**config.mk**
```make
export PLATFORM = sky130hd
export DESIGN_NAME = frame_depad
export DESIGN_NICKNAME = d
export VERILOG_FILES = /design/src/rtl/fdp_pkg.sv /design/src/rtl/fdp_frame_pos.sv /design/src/rtl/fdp_hdr_decode.sv /design/src/rtl/fdp_pkt_track.sv /design/src/rtl/frame_depad.sv
export SDC_FILE = /design/constraint.sdc
export NUM_CORES = 1
export LEC_CHECK = 0
export ABC_AREA = 1
export BUFFER_PORTS_ARGS = -buffer_cell sky130_fd_sc_hd__clkbuf_2
export CAP_MARGIN = 10
export CORE_ASPECT_RATIO = 1.1
export CORE_MARGIN = 1.5
export CORE_UTILIZATION = 30
export CTS_BUF_LIST = sky130_fd_sc_hd__clkbuf_8
export DETAILED_ROUTE_END_ITERATION = 8
export GPL_TIMING_DRIVEN = 0
export HOLD_SLACK_MARGIN = 0.08
export PLACE_DENSITY = 0.61
export SYNTH_ARGS = -nofsm -noshare
export SYNTH_HDL_FRONTEND = slang
export SYNTH_SLANG_ARGS = --single-unit
```
**constraint.sdc**
```tcl
create_clock -name clk -period 9.2 [get_ports clk]
set_input_delay 1.84 -clock clk [delete_from_list [all_inputs] [get_ports clk]]
set_output_delay 1.84 -clock clk [all_outputs]
set_load 0.005 [all_outputs]
```
**src/rtl/fdp_pkg.sv**
```systemverilog
package fdp_pkg;
  localparam int unsigned FDP_LEN_W  = 16;
  localparam int unsigned FDP_CNT_W  = 16;
  localparam int unsigned FDP_BYTE_SH = 3;

  // Packet words from a byte length, rounded up, never below one.
  function automatic logic [FDP_CNT_W-1:0] len_to_words(input logic [FDP_LEN_W-1:0] len);
    logic [FDP_LEN_W:0] padded;
    padded = {1'b0, len} + ((FDP_LEN_W+1)'(1) << FDP_BYTE_SH) - (FDP_LEN_W+1)'(1);
    if (len == '0) return FDP_CNT_W'(1);
    return FDP_CNT_W'(padded >> FDP_BYTE_SH);
  endfunction

  // A programmed size of zero behaves as one word per frame.
  function automatic logic [FDP_CNT_W-1:0] eff_size(input logic [FDP_CNT_W-1:0] sz);
    return (sz == '0) ? FDP_CNT_W'(1) : sz;
  endfunction

  function automatic logic too_long(input logic [FDP_CNT_W-1:0] words,
                                    input logic [FDP_CNT_W-1:0] size);
    return words > size;
  endfunction
endpackage

```
**src/rtl/fdp_frame_pos.sv**
```systemverilog
module fdp_frame_pos
  import fdp_pkg::*;
(
  input  logic                 clk,
  input  logic                 rst,
  input  logic                 clr,
  input  logic [FDP_CNT_W-1:0] size_in,
  input  logic                 accept,
  output logic [FDP_CNT_W-1:0] fsize,
  output logic                 at_hdr,
  output logic                 frame_end
);
  logic [FDP_CNT_W-1:0] pos_q;
  logic [FDP_CNT_W-1:0] size_q;

  assign fsize     = size_q;
  assign at_hdr    = (pos_q == '0);
  assign frame_end = accept && (pos_q == size_q - FDP_CNT_W'(1));

  always_ff @(posedge clk) begin
    if (rst || clr) begin
      size_q <= eff_size(size_in);
      pos_q  <= '0;
    end else if (accept) begin
      pos_q <= frame_end ? '0 : pos_q + FDP_CNT_W'(1);
    end
  end
endmodule

```
**src/rtl/fdp_hdr_decode.sv**
```systemverilog
module fdp_hdr_decode
  import fdp_pkg::*;
(
  input  logic [FDP_LEN_W-1:0] len_field,
  input  logic [FDP_CNT_W-1:0] fsize,
  output logic [FDP_CNT_W-1:0] hdr_words,
  output logic                 oversize
);
  always_comb begin
    hdr_words = len_to_words(len_field);
    oversize  = too_long(hdr_words, fsize);
  end
endmodule

```
**src/rtl/fdp_pkt_track.sv**
```systemverilog
module fdp_pkt_track
  import fdp_pkg::*;
(
  input  logic                 clk,
  input  logic                 rst,
  input  logic                 clr,
  input  logic                 accept,
  input  logic                 at_hdr,
  input  logic [FDP_CNT_W-1:0] hdr_words,
  input  logic                 oversize,
  output logic [FDP_CNT_W-1:0] left,
  output logic                 err
);
  logic [FDP_CNT_W-1:0] left_q;
  logic                 err_q;

  assign left = left_q;
  assign err  = err_q;

  always_ff @(posedge clk) begin
    if (rst || clr) begin
      left_q <= '0;
      err_q  <= 1'b0;
    end else if (accept) begin
      if (at_hdr) begin
        left_q <= oversize ? '0 : hdr_words - FDP_CNT_W'(1);
        if (oversize) err_q <= 1'b1;
      end else if (left_q != '0) begin
        left_q <= left_q - FDP_CNT_W'(1);
      end
    end
  end
endmodule

```
**src/rtl/frame_depad.sv**
```systemverilog
module frame_depad
  import fdp_pkg::*;
#(
  parameter int unsigned DATA_W  = 64,
  parameter int unsigned LEN_LSB = 16
) (
  input  logic                 clk,
  input  logic                 rst,
  input  logic                 clr,
  input  logic [FDP_CNT_W-1:0] frame_words,
  input  logic [DATA_W-1:0]    in_data,
  input  logic                 in_valid,
  output logic                 in_ready,
  output logic [DATA_W-1:0]    out_data,
  output logic                 out_valid,
  input  logic                 out_ready,
  output logic                 out_last,
  output logic                 err
);
  logic [FDP_CNT_W-1:0] fsize;
  logic [FDP_CNT_W-1:0] hdr_words;
  logic [FDP_CNT_W-1:0] left;
  logic                 ev_hdr;
  logic                 ev_accept;
  logic                 ev_frame_end;
  logic                 ev_oversize;
  logic                 ev_fwd;
  logic                 ev_final;

  fdp_frame_pos u_pos (
    .clk       (clk),
    .rst       (rst),
    .clr       (clr),
    .size_in   (frame_words),
    .accept    (ev_accept),
    .fsize     (fsize),
    .at_hdr    (ev_hdr),
    .frame_end (ev_frame_end)
  );

  fdp_hdr_decode u_dec (
    .len_field (in_data[LEN_LSB +: FDP_LEN_W]),
    .fsize     (fsize),
    .hdr_words (hdr_words),
    .oversize  (ev_oversize)
  );

  fdp_pkt_track u_trk (
    .clk       (clk),
    .rst       (rst),
    .clr       (clr),
    .accept    (ev_accept),
    .at_hdr    (ev_hdr),
    .hdr_words (hdr_words),
    .oversize  (ev_oversize),
    .left      (left),
    .err       (err)
  );

  always_comb begin
    ev_fwd    = ev_hdr ? !ev_oversize : (left != '0);
    ev_final  = ev_hdr ? (hdr_words == FDP_CNT_W'(1)) : (left == FDP_CNT_W'(1));
    in_ready  = !clr && (ev_fwd ? out_ready : 1'b1);
    out_valid = !clr && in_valid && ev_fwd;
    out_last  = out_valid && ev_final;
    out_data  = in_data;
    ev_accept = in_valid && in_ready;
  end
endmodule

```
==> results.py, run 1 <==
metrics = {
    "global_routing": {
        "global_route.overflow_total": 0,
        "vias_in_the_first_global_route": 4474,
        "global_route.usage.total": 0.147,
        "grt_antenna_before_repair": 0,
        "first_pass_grt_wire_length_um": 21200,
        "grt_start_max_net_pins": 18,
    },
    "routing": {
        "final_wl_um": 12900,
        "routed_via_density": 4.51,
        "number_of_drc_markers_in_iteration_0": 244,
        "drcViolationCount": 0,
        "detail-route-antenna-nets": 0,
        "vias": 5059,
        "drt_pre_antenna_iters": 6,
        "routed_wire_length_per_instance_um": 11.5,
    },
    "finish": {
        "finish.instance_area_um2": 5930,
        "syn2layout_area_growth_pct": 17.9,
        "final_nets": 1023,
        "insertedDiodeCount": 0,
        "utilization": 0.362,
        "layout-drive-gt1-share": 0.217,
    },
    "worst_setup_path": {
        "criticalPathCategory": "in -> out",
        "endpoint_kind": "output pin",
        "worst_setup_path_start_kind": "primary input",
        "cp_data_required_time_ns": 7.36,
        "cp.arrival_ns": 4.77,
        "largest_driver_fanout_on_the_critical_path": 7,
    },
    "floorplanning": {
        "die_height_um": 139,
        "ioPinCount": 153,
        "row_count": 49,
        "overall_die_width_um": 126,
        "die_area_um2": 17500,
        "placeableCoreArea_um2": 16400,
        "initial_utilization": 0.307,
    },
    "clocking": {
        "cts.reportedPaths.clkPinSlew_ns": 0.10,
        "cts.repair.resized": 0,
        "numCtsBuffers": 5,
        "max-clock-path-buffers": 2,
        "cts_setup_buffers": 0,
        "cts.sinks": 49,
        "hold_fix_buffers_at_cts": 0,
        "cts_tree": "built",
        "worstSkewPairLatency_ns": 0.31,
        "cts_htree_levels": 2,
        "clock-root-buffer": "sky130_fd_sc_hd__clkbuf_8",
    },
    "run_status": {
        "run_status": "finished, final reports clean",
    },
    "yosys": {
        "synth_commonest_cells": "sky130_fd_sc_hd__nand2_1 (198), sky130_fd_sc_hd__inv_1 (112), sky130_fd_sc_hd__nor2_1 (105)",
        "library_cell_with_the_highest_instance_count_after_synthesis": "sky130_fd_sc_hd__nand2_1",
        "synth.net_count": 911,
        "synth_cell_type_count": 42,
        "synthFlopType": "sky130_fd_sc_hd__dfxtp_1",
        "proportion_of_register_bits_with_asynchronous_set_or_reset_after_synthesis": 0,
        "synthesis.area_um2": 5030,
        "synth_cells": 805,
        "post-synth-top-area-fraction": 0.148,
        "syn_avg_cell_area_um2": 6.25,
        "postSynthRegisterBits": 49,
        "synth_edf_count": 16,
        "post-synth-top-area-cell": "sky130_fd_sc_hd__nand2_1",
        "ys.warnings.count": 0,
        "synth_sequential_area_ratio": 0.227,
        "synth.area.top_cells": "sky130_fd_sc_hd__nand2_1 (15%), sky130_fd_sc_hd__dfxtp_1 (13%), sky130_fd_sc_hd__buf_4 (9.7%), sky130_fd_sc_hd__edfxtp_1 (9.6%), sky130_fd_sc_hd__inv_1 (8.4%)",
    },
    "place": {
        "detailed_place.area_um2": 5820,
        "numPortBuffers": 104,
        "dpl.hpwl_um": 10800,
        "globalplace.congestion": 0.898,
    },
    "flow_run": {
        "max-cap-violations": 0,
    },
    "power": {
        "vdd_drop_max_mv": 0.0583,
        "power.static_leakage_nw": 3.13,
        "design_power_total_uw": 584,
        "power_density_cells_nw_per_um2": 98.5,
    },
    "sta": {
        "timing_worst_slew_pin_value_ns": 1.07,
        "fin_skew_ns": 0.00612,
        "timing.final.crit_period_ns": 6.61,
        "tns_ns": 0,
        "holdWs_ns": 0.473,
        "finalSetupViolCount": 0,
        "rsz0062_at_grt": "false",
        "timing_max_transition_violations_final": 0,
        "max_freq_mhz": 151,
        "slew_headroom": 0.280,
        "final-hold-violation-count": 0,
        "fin_crit_share": 0.719,
    },
    "min_path": {
        "hp-class": "reg -> reg",
    },
}
==> registers in the layout (all words and copies together), names as in the netlist <==
signal and flops:
u_pos.fsize 16, u_pos.pos_q 16, u_trk.left 16, u_trk.err 1
==> worst max-delay path: stages <==
cell	delay (ns)
sky130_fd_sc_hd__clkbuf_2	0.09
sky130_fd_sc_hd__nor2_1	0.05
sky130_fd_sc_hd__nand2_1	0.17
sky130_fd_sc_hd__nand3_1	0.16
sky130_fd_sc_hd__nor2_1	0.24
sky130_fd_sc_hd__nand4_1	0.21
sky130_fd_sc_hd__nand3_1	0.19
sky130_fd_sc_hd__inv_1	0.07
sky130_fd_sc_hd__ha_1	0.27
sky130_fd_sc_hd__nand2_1	0.06
sky130_fd_sc_hd__nor3_1	0.28
sky130_fd_sc_hd__nand3_1	0.17
sky130_fd_sc_hd__nand3_1	0.24
sky130_fd_sc_hd__nand2_1	0.07
sky130_fd_sc_hd__nor3_1	0.26
sky130_fd_sc_hd__o21ai_0	0.14
sky130_fd_sc_hd__a21oi_1	0.13
sky130_fd_sc_hd__clkbuf_2	0.14
==> routing by layer <==
metal / part of all wire / up-vias / wire (um) / GRT usage
li1: - / 2711 / - / -
met1: 0.47 / 2177 / 6040 / 0.199
met2: 0.47 / 160 / 6040 / 0.248
met3: 0.047 / 11 / 604 / 0.0135
met4: 0.015 / 0 / 195 / 0.0381
met5: 0 / - / 0 / 0
==> power breakdown <==
group | total (mW) | switching, mW | internal (mW) | leakage (nW)
sequential | 0.242 | 0.00951 | 0.233 | 0.430
clock | 0.158 | 0.0782 | 0.0798 | 0.0593
combinational | 0.184 | 0.103 | 0.0802 | 2.64
==> layout by cell type, fill, tap and decap left out, types with 2 or more instances in the layout <==
| cell type | netlist | routed |
|---|---|---|
| sky130_fd_sc_hd__nand2_1 | 198 | 198 |
| sky130_fd_sc_hd__inv_1 | 112 | 113 |
| sky130_fd_sc_hd__nor2_1 | 105 | 105 |
| sky130_fd_sc_hd__clkbuf_2 | 0 | 104 |
| sky130_fd_sc_hd__nand3_1 | 71 | 71 |
| sky130_fd_sc_hd__buf_4 | 65 | 65 |
| sky130_fd_sc_hd__dfxtp_1 | 33 | 33 |
| sky130_fd_sc_hd__xor2_1 | 31 | 31 |
| sky130_fd_sc_hd__a21oi_1 | 28 | 28 |
| sky130_fd_sc_hd__clkbuf_1 | 22 | 22 |
| sky130_fd_sc_hd__ha_1 | 21 | 21 |
| sky130_fd_sc_hd__nand4_1 | 19 | 19 |
| sky130_fd_sc_hd__o21ai_0 | 19 | 19 |
| sky130_fd_sc_hd__edfxtp_1 | 16 | 16 |
| sky130_fd_sc_hd__nor3_1 | 11 | 11 |
| sky130_fd_sc_hd__nor4_1 | 8 | 8 |
| sky130_fd_sc_hd__xnor2_1 | 6 | 6 |
| sky130_fd_sc_hd__clkbuf_8 | 0 | 5 |
| sky130_fd_sc_hd__buf_2 | 3 | 3 |
| sky130_fd_sc_hd__buf_6 | 3 | 3 |
| sky130_fd_sc_hd__o22ai_1 | 3 | 3 |
| sky130_fd_sc_hd__a21o_1 | 2 | 2 |
| sky130_fd_sc_hd__nor3_4 | 2 | 2 |
| sky130_fd_sc_hd__nor2_2 | 2 | 2 |
| sky130_fd_sc_hd__nand2_2 | 2 | 2 |
| sky130_fd_sc_hd__inv_2 | 2 | 2 |
| sky130_fd_sc_hd__o21bai_1 | 2 | 2 |
| sky130_fd_sc_hd__nand3b_1 | 2 | 2 |
| sky130_fd_sc_hd__o21ai_1 | 2 | 2 |
==> final timing paths <==
kind / startpoint / to / slack, ns / cells past startpoint
max reg2reg: u_pos.fsize[9]$_SDFFCE_PN0P_ / u_trk.left[13]$_SDFFE_PP0P_ / 6.66 / 12
min reg2reg: u_trk.left[1]$_SDFFE_PP0P_ / u_trk.left[1]$_SDFFE_PP0P_ / 0.47 / 2
max: in_data[18] / out_last / 2.59 / 18
min: u_trk.left[1]$_SDFFE_PP0P_ / u_trk.left[1]$_SDFFE_PP0P_ / 0.47 / 2
==> logic make-up (layout without fill, tap and decap cells) <==
family                     count (synthesis)  count (layout)  synth area share
AOI/OAI and AO/OA                         63              63            0.0697
adders and majority gates                 21              21            0.0523
DFF                                       49              49             0.227
xor gates and xnor gates                  38              38            0.0689
and+or+nand+nor                          427             427             0.374
buffers and inverters                    207             320             0.208
==> layout make-up <==
type,count,area (um2)
fill,1813,10400
multi-input combinational,549,2840
sequential,49,1140
buffer,93,619
timing repair buffer,105,536
inverter,114,428
tap,204,255
clock buffer,5,68.8
clock inverter,3,38.8
==> metrics by stage <==
stage | std cells | setup WS (ns)
2_1_floorplan | 805 | 3.37
3_3_place_gp | 1113 | 2.60
3_5_place_dp | 1114 | 2.57
4_1_cts | 1122 | 2.56
5_1_grt | 1122 | 2.14
6_report | 1122 | 2.59
Power figures use the tool's default switching activity.
==> run 2, diff against run 1 <==
--- a/config.mk
+++ b/config.mk
@@ -5,7 +5,7 @@
 export SDC_FILE = /design/constraint.sdc
 export NUM_CORES = 1
 export LEC_CHECK = 0
-export ABC_AREA = 1
+export ABC_AREA = 0
 export BUFFER_PORTS_ARGS = -buffer_cell sky130_fd_sc_hd__clkbuf_2
 export CAP_MARGIN = 10
 export CORE_ASPECT_RATIO = 1.1
@@ -15,7 +15,7 @@
 export DETAILED_ROUTE_END_ITERATION = 8
 export GPL_TIMING_DRIVEN = 0
 export HOLD_SLACK_MARGIN = 0.08
-export PLACE_DENSITY = 0.61
+export PLACE_DENSITY = 0.62
 export SYNTH_ARGS = -nofsm -noshare
 export SYNTH_HDL_FRONTEND = slang
 export SYNTH_SLANG_ARGS = --single-unit
==> constraint.sdc (replaced) <==
create_clock -name clk -period 6.45 [get_ports clk]
set_input_delay 1.29 -clock clk [delete_from_list [all_inputs] [get_ports clk]]
set_output_delay 1.29 -clock clk [all_outputs]
set_load 0.005 [all_outputs]
==> run 2 against run 1 <==
Against the previous run:
- setup slack worse by 2.2 ns
- synthesized area down 5.4%
- sequential power up 44%
- die area down 5.2%
- first-iteration DRC count down 6.1%
- register-to-register slack worse by 3.5 ns
- routed wire length up 1.1%
- critical path type unchanged
- largest cell class unchanged
==> results.py, run 2 <==
metrics = {
    "clocking": {
        "clock-root-buffer": "sky130_fd_sc_hd__clkbuf_8",
        "worstSkewPairLatency_ns": 0.32,
        "cts_tree": "built",
        "cts_htree_levels": 2,
        "cts.reportedPaths.clkPinSlew_ns": 0.09,
        "hold_fix_buffers_at_cts": 0,
        "max-clock-path-buffers": 2,
        "cts.sinks": 49,
        "numCtsBuffers": 5,
    },
    "floorplanning": {
        "ioPinCount": 153,
        "initial_utilization": 0.305,
        "die_height_um": 135,
        "overall_die_width_um": 123,
        "die_area_um2": 16600,
        "row_count": 48,
        "placeableCoreArea_um2": 15600,
    },
    "worst_setup_path": {
        "reg2reg_depth": 10,
        "largest_driver_fanout_on_the_critical_path": 9,
        "criticalPathCategory": "in -> out",
        "endpoint_kind": "output pin",
        "cp.arrival_ns": 4.76,
        "cp_data_required_time_ns": 5.16,
        "ff2ff_setup_slack_ns": 3.19,
        "worst_setup_path_start_kind": "primary input",
    },
    "yosys": {
        "postSynthRegisterBits": 49,
        "synth_sequential_area_ratio": 0.240,
        "proportion_of_register_bits_with_asynchronous_set_or_reset_after_synthesis": 0,
        "ys.warnings.count": 0,
        "synth.net_count": 706,
        "library_cell_with_the_highest_instance_count_after_synthesis": "sky130_fd_sc_hd__buf_4",
        "syn_avg_cell_area_um2": 7.93,
        "synth_cells": 600,
        "synthesis.area_um2": 4760,
        "post-synth-top-area-cell": "sky130_fd_sc_hd__dfxtp_1",
        "post-synth-top-area-fraction": 0.139,
        "synth_edf_count": 16,
        "synthFlopType": "sky130_fd_sc_hd__dfxtp_1",
        "synth_cell_type_count": 73,
        "synth.area.top_cells": "sky130_fd_sc_hd__dfxtp_1 (14%), sky130_fd_sc_hd__buf_4 (10%), sky130_fd_sc_hd__edfxtp_1 (10%), sky130_fd_sc_hd__ha_1 (5.5%), sky130_fd_sc_hd__xnor2_1 (5.3%)",
        "synth_commonest_cells": "sky130_fd_sc_hd__buf_4 (64), sky130_fd_sc_hd__a21oi_1 (47), sky130_fd_sc_hd__clkbuf_1 (33), sky130_fd_sc_hd__dfxtp_1 (33), sky130_fd_sc_hd__nor2_1 (33)",
    },
    "routing": {
        "routed_via_density": 5.11,
        "drcViolationCount": 0,
        "final_wl_um": 13000,
        "routed_wire_length_per_instance_um": 14.3,
        "number_of_drc_markers_in_iteration_0": 229,
        "detail-route-antenna-nets": 0,
        "drt_pre_antenna_iters": 5,
        "vias": 4643,
    },
    "finish": {
        "final_cell_count_no_fill": 909,
        "utilization": 0.362,
        "finish.instance_area_um2": 5650,
        "most-common-layout-cells": "sky130_fd_sc_hd__clkbuf_2 (100), sky130_fd_sc_hd__buf_4 (64), sky130_fd_sc_hd__a21oi_1 (47)",
        "fillers": 1716,
        "layout-drive-gt1-share": 0.293,
        "insertedDiodeCount": 0,
        "mostFrequentLayoutCell": "sky130_fd_sc_hd__clkbuf_2",
        "syn2layout_area_growth_pct": 18.8,
        "final_nets": 814,
    },
    "power": {
        "power_density_cells_nw_per_um2": 146,
        "vdd_drop_max_mv": 0.0768,
        "power.static_leakage_nw": 2.23,
        "design_power_total_uw": 823,
    },
    "sta": {
        "final-hold-violation-count": 0,
        "rsz0062_at_grt": "false",
        "tns_ns": 0,
        "fin_ws_ns": 0.396,
        "max_freq_mhz": 165,
        "timing_worst_slew_pin_value_ns": 1.01,
        "holdWs_ns": 0.483,
        "fin_crit_share": 0.939,
        "slew_headroom": 0.315,
        "finalSetupViolCount": 0,
        "timing.final.crit_period_ns": 6.05,
        "fin_skew_ns": 0.0138,
        "timing_max_transition_violations_final": 0,
    },
    "global_routing": {
        "global_route.usage.total": 0.157,
        "grt_antenna_before_repair": 0,
        "vias_in_the_first_global_route": 4172,
        "first_pass_grt_wire_length_um": 20700,
        "global_route.overflow_total": 0,
        "grt_start_max_net_pins": 17,
    },
    "place": {
        "dpl.hpwl_um": 10400,
        "numPortBuffers": 100,
        "globalplace.congestion": 0.911,
        "pre_cts_ws_ns": 0.0779,
        "numPlacedInstances": 901,
        "detailed_place.area_um2": 5520,
    },
    "min_path": {
        "hp-class": "reg -> reg",
        "timing.hold.worst_path_depth": 2,
    },
    "run_status": {
        "run_status": "finished, final reports clean",
    },
    "flow_run": {
        "max-cap-violations": 0,
    },
}
run 2: changes by cell type after synthesis, sizes merged, moves of 8 or more:
cell / previous run / this run
a211oi: 0 / 14
a21oi: 28 / 55
clkbuf: 22 / 33
inv: 114 / 25
nand2: 201 / 32
nand2b: 0 / 9
nand3: 73 / 17
nor2: 108 / 36
nor4: 8 / 16
or3: 0 / 11
xnor2: 6 / 29
xor2: 31 / 15
run 2: critical path: stages:
cell and delay [ns]:
sky130_fd_sc_hd__clkbuf_2 0.10, sky130_fd_sc_hd__o311ai_2 0.55, sky130_fd_sc_hd__nor2_1 0.22, sky130_fd_sc_hd__and2_1 0.24, sky130_fd_sc_hd__and3_1 0.20, sky130_fd_sc_hd__ha_1 0.32
sky130_fd_sc_hd__nand4bb_1 0.18, sky130_fd_sc_hd__or4_1 0.54, sky130_fd_sc_hd__clkbuf_1 0.24, sky130_fd_sc_hd__and3_1 0.26, sky130_fd_sc_hd__a211oi_1 0.32, sky130_fd_sc_hd__o21a_1 0.17
sky130_fd_sc_hd__clkbuf_2 0.11
run 2: cell type report:
cell class,instances,area [um2],area share
Multi-Input combinational cell,422,2890,0.511
Sequential cell,49,1140,0.202
Buffer,103,644,0.114
Timing Repair Buffer,101,515,0.0912
Tap cell,200,250,0.0443
Inverter,26,97.6,0.0173
Clock buffer,5,68.8,0.0122
Clock inverter,3,46.3,0.00819
run 2: timing repair:
item	CTS	global route
setup endpoints to repair	0	3
buffers inserted	0	0
resized for setup	0	2
run 2: report_power, final:
| group | internal [mW] | switching (mW) | total [mW] | leakage, nW |
|---|---|---|---|---|
| registers | 0.331 | 0.0177 | 0.349 | 0.429 |
| clock network | 0.116 | 0.114 | 0.231 | 0.0543 |
| logic | 0.111 | 0.132 | 0.243 | 1.74 |
| total | 0.559 | 0.264 | 0.823 | 2.23 |
run 2: kinds of logic after synthesis:
group           synth area share
compound gates             0.221
xor+xnor                  0.0810
fa+ha+maj                 0.0552
buf+inv                    0.156
flops                      0.240
simple gates               0.247
run 2: per-layer routing:
layer  vias up  GRT usage  routed length (um)
met5         -          0                   0
met4         0     0.0492                 271
met3        23     0.0228                 698
met2       156      0.261                6190
met1      2114      0.208                5860
li1       2350          -                   -
run 2: final timing paths:
check,from,endpoint
setup / recovery,in_data[18],out_last
hold / removal,u_trk.left[13]$_SDFFE_PP0P_,u_trk.left[13]$_SDFFE_PP0P_
setup reg to reg,u_pos.fsize[13]$_SDFFCE_PN0P_,u_pos.pos_q[0]$_SDFFE_PP0P_
hold reg to reg,u_trk.left[13]$_SDFFE_PP0P_,u_trk.left[13]$_SDFFE_PP0P_
